## src/rtl/txser_pkg.sv

```systemverilog
package txser_pkg;
   localparam int unsigned TXSER_WORD_W = 10;
   localparam logic        TXSER_IDLE   = 1'b1;
endpackage

```

## src/rtl/txser_hold.sv

```systemverilog
module txser_hold #(
   parameter int unsigned WORD_W = 10
) (
   input  logic              clk,
   input  logic              rst,
   input  logic              word_stb,
   input  logic [WORD_W-1:0] word_in,
   input  logic              take,
   output logic              hold_vld,
   output logic [WORD_W-1:0] hold_q
);
   always_ff @(posedge clk) begin
      if (rst) begin
         hold_vld <= 1'b0;
         hold_q   <= '0;
      end else begin
         if (word_stb) begin
            hold_vld <= 1'b1;
            hold_q   <= word_in;
         end else if (take) begin
            hold_vld <= 1'b0;
         end
      end
   end

   // a strobed word is held on the following cycle
   p_capture_r2: assert property (@(posedge clk) disable iff (rst)
      word_stb |=> (hold_vld && hold_q == $past(word_in)));

   // once taken with no new strobe, the holding register is empty
   p_take_clears_r6: assert property (@(posedge clk) disable iff (rst)
      (take && !word_stb) |=> !hold_vld);
endmodule

```

## src/rtl/txser_shift.sv

```systemverilog
module txser_shift
   import txser_pkg::*;
#(
   parameter int unsigned WORD_W = 10
) (
   input  logic              clk,
   input  logic              rst,
   input  logic              hold_vld,
   input  logic [WORD_W-1:0] hold_q,
   output logic              take,
   output logic              ser_bit
);
   localparam int unsigned CNT_W = $clog2(WORD_W + 1);
   localparam logic [CNT_W-1:0] CNT_FULL = CNT_W'(WORD_W);
   localparam logic [CNT_W-1:0] CNT_ONE  = CNT_W'(1);

   logic [WORD_W-1:0] sh_q;
   logic [CNT_W-1:0]  left_q;

   assign take    = hold_vld && (left_q <= CNT_ONE);
   assign ser_bit = (left_q != '0) ? sh_q[0] : TXSER_IDLE;

   always_ff @(posedge clk) begin
      if (rst) begin
         sh_q   <= '0;
         left_q <= '0;
      end else if (take) begin
         sh_q   <= hold_q;
         left_q <= CNT_FULL;
      end else if (left_q != '0) begin
         sh_q   <= sh_q >> 1;
         left_q <= left_q - CNT_ONE;
      end
   end

   // the last bit is followed at once by a full reload when a word waits
   p_reload_gapless_r4: assert property (@(posedge clk) disable iff (rst)
      (left_q == CNT_ONE && hold_vld) |=> (left_q == CNT_FULL));

   // mid-word, the next bit out is the one above the current bit
   p_lsb_first_r3: assert property (@(posedge clk) disable iff (rst)
      (left_q > CNT_ONE && !hold_vld) |=> (ser_bit == $past(sh_q[1])));

   // without a waiting word, an emptied shifter stays idle
   p_stays_idle_r5: assert property (@(posedge clk) disable iff (rst)
      (left_q == '0 && !hold_vld) |=> (left_q == '0));
endmodule

```

## src/rtl/txser_route.sv

```systemverilog
module txser_route
   import txser_pkg::*;
(
   input  logic ser_bit,
   input  logic wrap_en,
   output logic line_out,
   output logic loop_out
);
   always_comb begin
      if (wrap_en) begin
         line_out = TXSER_IDLE;
         loop_out = ser_bit;
      end else begin
         line_out = ser_bit;
         loop_out = TXSER_IDLE;
      end
   end
endmodule

```

## src/rtl/tx_word_serializer.sv

```systemverilog
module tx_word_serializer
   import txser_pkg::*;
#(
   parameter int unsigned WORD_W = TXSER_WORD_W
) (
   input  logic              clk,
   input  logic              rst,
   input  logic              word_stb,
   input  logic [WORD_W-1:0] word_in,
   input  logic              wrap_en,
   input  logic              rate_sel_n,
   output logic              line_out,
   output logic              loop_out,
   output logic              half_rate
);
   generate
      if (WORD_W < 2) begin : g_bad_width
         $error("tx_word_serializer: WORD_W must be at least 2");
      end
   endgenerate

   logic              take;
   logic              hold_vld;
   logic [WORD_W-1:0] hold_q;
   logic              ser_bit;

   txser_hold #(.WORD_W(WORD_W)) u_hold (
      .clk      (clk),
      .rst      (rst),
      .word_stb (word_stb),
      .word_in  (word_in),
      .take     (take),
      .hold_vld (hold_vld),
      .hold_q   (hold_q)
   );

   txser_shift #(.WORD_W(WORD_W)) u_shift (
      .clk      (clk),
      .rst      (rst),
      .hold_vld (hold_vld),
      .hold_q   (hold_q),
      .take     (take),
      .ser_bit  (ser_bit)
   );

   txser_route u_route (
      .ser_bit  (ser_bit),
      .wrap_en  (wrap_en),
      .line_out (line_out),
      .loop_out (loop_out)
   );

   always_ff @(posedge clk) begin
      if (rst) half_rate <= 1'b0;
      else     half_rate <= rate_sel_n;
   end

   // the status follows the rate select one edge later
   p_rate_track_r10: assert property (@(posedge clk) disable iff (rst)
      1'b1 |=> (half_rate == $past(rate_sel_n)));

   // a wrapped, active stream never reaches the line
   p_wrap_line_high_r8: assert property (@(posedge clk) disable iff (rst)
      (wrap_en && !ser_bit) |-> (line_out && !loop_out));
endmodule

```

## config.mk

```make
export PLATFORM = sky130hd
export DESIGN_NAME = tx_word_serializer
export DESIGN_NICKNAME = d
export VERILOG_FILES = /design/src/rtl/txser_pkg.sv /design/src/rtl/txser_hold.sv /design/src/rtl/txser_shift.sv /design/src/rtl/txser_route.sv /design/src/rtl/tx_word_serializer.sv
export SDC_FILE = /design/constraint.sdc
export NUM_CORES = 1
export LEC_CHECK = 0
export BUFFER_PORTS_ARGS = -buffer_cell sky130_fd_sc_hd__buf_2
export CAP_MARGIN = 20
export CORE_MARGIN = 2
export CORE_UTILIZATION = 48
export CTS_CLUSTER_DIAMETER = 40
export DETAILED_ROUTE_END_ITERATION = 8
export HOLD_SLACK_MARGIN = 0.08
export PLACE_DENSITY = 0.75
export SETUP_SLACK_MARGIN = 0.5
export SYNTH_ARGS = -nofsm -noshare
export SYNTH_HDL_FRONTEND = slang
export SYNTH_HIERARCHICAL = 1
export SYNTH_SLANG_ARGS = --single-unit
```

## constraint.sdc

```tcl
create_clock -name clk -period 2.4 [get_ports clk]
set_clock_uncertainty 0.1 [all_clocks]
set_input_delay 0.24 -clock clk [delete_from_list [all_inputs] [get_ports clk]]
set_output_delay 0.24 -clock clk [all_outputs]
set_load 0.01 [all_outputs]
```

### After elaboration in Yosys (flattened, before gate mapping)

Index checks and enable logic that the tools add are counted.

| word-level totals | value |
|---|---|
| flip-flop bits (word level) | 26 |
| input bits | 15 |
| output and inout port bits | 3 |
| word-level logic and storage cells | 22 |

| operators by class | value |
|---|---|
| $add $sub $neg | 1 |
| $lt $le $gt $ge | 1 |
| multiplexer cells | 9 |
| reduce and logical (&&, ||, !) cells | 5 |

Operator list:

| cell | number |
|---|---|
| $mux W10 | 2 |
| $mux W4 | 2 |
| $mux W1 | 5 |
| $le A4 B1 Y1 const B | 1 |
| $reduce_bool A2 Y1 | 2 |
| $reduce_bool A4 Y1 | 1 |
| $sub A4 B1 Y4 const B | 1 |
| $reduce_or A2 Y1 | 1 |
| $logic_and A1 B1 Y1 | 1 |

### Logic depth before layout (Yosys ltp)

| depth | value |
|---|---|
| depth after elaboration | 4 |
| gate-level depth with buffers | 5 |
| mapped depth without buffers | 4 |

### Modules after synthesis

The synthesis kept the hierarchy.

By module, submodules not included:

| module | times used | cells each | area each (sq um) | seq. area each (sq um) |
|---|---|---|---|---|
| txser_shift | 1 | 85 | 691.9 | 280.3 |
| txser_hold | 1 | 36 | 389.1 | 220.2 |
| tx_word_serializer | 1 | 2 | 33.8 | 20.0 |
| txser_route | 1 | 2 | 12.5 | 0.0 |

### Worst setup path after synthesis

OpenSTA, ideal clock, no wires.

| timing path | value |
|---|---|
| path type | flip-flop to output port |
| start point | reg u_shift.left_q[1] |
| end point | out line_out |
| data arrival time | 1.159 ns |
| required time | 2.060 ns |
| path slack | 0.901 ns |
| stages on the path, launching flop included | 5 |
| buffers on the path | 1 |
| path through | dfxtp_1 -> nor4_1 -> buf_4 -> or2_2 -> or2_1 |

| on the way | value |
|---|---|
| word-level cells in the longest chain between the ends | 3 |

Ends and longest elaborated chain:

| element | RTL line | text |
|---|---|---|
| start, declared | txser_shift.sv:18 | `logic [CNT_W-1:0] left_q;` |
| start signal, assigned | txser_shift.sv:32 | `left_q <= left_q - CNT_ONE;` |
| $reduce_bool A4 Y1 | txser_shift.sv:21 | `assign ser_bit = (left_q != '0) ? sh_q[0] : TXSER_IDLE;` |
| $mux W1 | txser_shift.sv:21 |  |
| net ser_bit | tx_word_serializer.sv:25 | `logic ser_bit;` |
| $mux W1 | txser_route.sv:10 | `if (wrap_en) begin` |
| end, declared | tx_word_serializer.sv:12 | `output logic line_out,` |

The timed path passes the listed nets, and every way through them passes these cells.

### Worst setup path in the final report

| timing path | value |
|---|---|
| start point | reg u_shift.left_q[2] |
| end point | out line_out |

Same word-level chain as after synthesis.

==> flow_metrics.py <==
metrics = {
    "grt": {
        "grt_max_degree": 27,
        "grt.total_usage_pct": 18.6,
        "grt_pass1_vias": 857,
        "antenna_found_initial": 0,
        "overflow": 0,
        "grt_pass1_wl_um": 3800,
    },
    "power": {
        "ir_drop_mv": 0.415,
        "leakagePower_nw": 0.593,
        "clkPwrFrac_pct": 18.2,
        "p_seq_share_pct": 54.0,
        "p_comb_share_pct": 27.9,
        "power_switching_mw": 0.285,
        "p_sw_share_pct": 29.6,
        "internal-power_mw": 0.678,
        "p_per_area_mw_per_mm2": 696,
    },
    "routing": {
        "ant_nets": 0,
        "routed_wl_um": 2210,
        "dr_wl_met3_um": 50,
        "drtIter0Drc": 24,
        "dr_wl_met2_um": 1080,
        "remaining_drc_errors": 0,
        "met1_length_um": 1060,
        "highest_layer": "met4",
        "num_vias": 969,
        "dr.pass1.iters": 4,
        "wl_per_cell_um": 12.1,
        "viasPerCell": 5.32,
    },
    "die": {
        "core_mm2": 0.00221,
        "initial_core_util_pct": 51.0,
        "dieArea_mm2": 0.00275,
        "die_w_um": 52.5,
        "row_count": 17,
        "io_pins": 18,
        "fp.dieH_um": 52.5,
    },
    "logic_synthesis": {
        "yosysTopAreaCellShare_pct": 46.2,
        "synth_edf_count": 0,
        "ys_top_cells_by_area": "dfxtp_1 46%, mux2i_1 8.9%, a221oi_1 7.0%",
        "yosysUniqueCellTypes": 27,
        "syn_area_per_cell_um2": 9.02,
        "synth_nets": 140,
        "yosysWarnings": 6,
        "yosys.area.top_type": "dfxtp_1",
        "synth-seq-area-share_pct": 46.2,
        "synthCells": 125,
        "synthTopCellsByCount": "26 x dfxtp_1, 20 x nor2_1, 11 x o21ai_0",
        "synth-seq-cells": 26,
        "synth_most_common_cell": "dfxtp_1",
        "ys.flop_type": "dfxtp_1",
        "synthArstFlopShare_pct": 0,
        "syn-cell-area_mm2": 0.00113,
    },
    "sta": {
        "finalSetupTns_ps": 0,
        "setup_viol": 0,
        "max_slew_margin_pct": 67.1,
        "worst_hold_slack_ps": 80.7,
        "finalCriticalPeriod_ps": 1800,
        "fmax_mhz": 557,
        "worst_slew_pin_slew_ps": 494,
        "rsz0062_at_grt": "no",
        "layout_setup_ws_ps": 604,
        "maxSlewViolCount": 0,
        "hold_viol": 0,
        "post-route-period-util_pct": 74.8,
    },
    "run_status": {
        "status": "completed",
    },
    "finish": {
        "final_util_pct": 62.6,
        "nets": 171,
        "layout-area-overhead-vs-synth_pct": 22.8,
        "instances_no_fill": 182,
        "antenna_cells": 0,
        "drive_gt1_share_pct": 23.4,
    },
    "cts": {
        "cts-buffers-inserted": 3,
        "clkLatencyLatePin_ps": 310,
        "cts_sinks": 26,
        "h-tree-depth": 1,
        "cts_tree": "built",
        "root_buffer": "clkbuf_4",
        "cts_buffer_depth": 2,
        "clk_pin_slew_worst_paths_ps": 120,
    },
    "critical_path": {
        "critPathRequiredTime_ps": 2060,
        "end_kind": "output pin",
        "cp.arrival_ps": 1460,
        "critPathMaxFanout": 2,
        "start_kind": "register",
        "crit_type": "reg2out",
    },
    "place": {
        "io_buffers": 17,
        "dp_worst_setup_slack_ps": 595,
        "gp_congestion": 0.749,
        "place_inst": 164,
        "dp_hpwl_um": 1360,
    },
    "worst_hold_path": {
        "hold_class": "in2reg",
    },
    "run": {
        "drv_cap": 0,
    },
}
-- registers in the layout (all words and copies together) (netlist names) --
signal,cells
u_hold/hold_q,10
u_shift/left_q,4
u_hold/hold_vld,1
u_shift/sh_q,10
half_rate,1
-- layout make-up --
type / count / area, um^2
Tap cell: 28 / 35.0
Inverter: 2 / 7.51
Timing Repair Buffer: 34 / 238
Clock buffer: 3 / 22.5
Sequential cell: 26 / 537
Multi-Input combinational cell: 89 / 544
Fill cell: 197 / 828
-- per-layer routing --
metal	track usage, %	up-vias
met2	30.2	16
met5	0	-
li1	-	492
met1	25.2	457
met3	1.71	4
met4	7.69	0
-- kinds of logic (layout without fill, tap and decap cells) --
kind of cell / after synthesis / count (layout) / share of synthesized area (%)
flip-flops: 26 / 26 / 46.2
buffers and inverters: 10 / 39 / 5.55
AND/OR/NAND/NOR: 53 / 53 / 24.3
multiplexers: 10 / 10 / 8.88
AO/OA/AOI/OAI: 26 / 26 / 15.1
-- through the flow --
stage | instance area (um^2) | total power, mW
2_1_floorplan | 1130 | 0.702
3_3_place_gp | 1210 | 0.746
3_5_place_dp | 1210 | 0.755
4_1_cts | 1380 | 0.955
5_1_grt | 1380 | 1.02
6_report | 1380 | 0.963
-- critical path: stages, from the launching register on --
cell	delay, ps
dfxtp_4	360
nor4_1	40
buf_4	120
or2_2	270
or2_1	220
buf_2	130
-- final timing paths --
kind / start / end / slack [ps] / cells after the start
worst max register to register: u_hold/hold_vld / u_hold/hold_vld / 800 / 4
worst max-delay path: u_shift/left_q[2] / line_out / 600 / 5
worst min-delay path: word_in[2] / u_hold/hold_q[2] / 80 / 3
worst min register to register: u_shift/sh_q[4] / u_shift/sh_q[3] / 390 / 2
-- power groups by stage --
stage,sequential [mW],combinational (mW),clock (mW)
3_3_place_gp,0.536,0.210,0
3_5_place_dp,0.540,0.216,0
6_report,0.520,0.268,0.175
4_1_cts,0.520,0.255,0.180
5_1_grt,0.527,0.300,0.193
2_1_floorplan,0.523,0.179,0
-- cell usage in the layout (no fill, tap or decap), types with 4 or more instances in the layout --
master         Yosys  routed
a221oi_1           9       9
a21oi_1            4       4
mux2i_1           10      10
nand2_1            9       9
o21ai_0           11      11
buf_4              2       7
dfxtp_1           26      21
buf_2              2      17
dfxtp_4            0       4
nor2_1            20      20
and2_1             9       9
dlygate4sd3_1      0      10
-- timing repair --
| item | 4_1_cts | 5_1_grt |
|---|---|---|
| setup endpoints to repair | 2 | 5 |
| buffers inserted | 4 | 1 |
| gates resized for setup | 8 | 1 |
| hold buffers | 10 | 0 |
| hold endpoints to repair | 10 | 0 |
| pin swaps | 0 | 0 |
(Power assumes the default switching activity.)
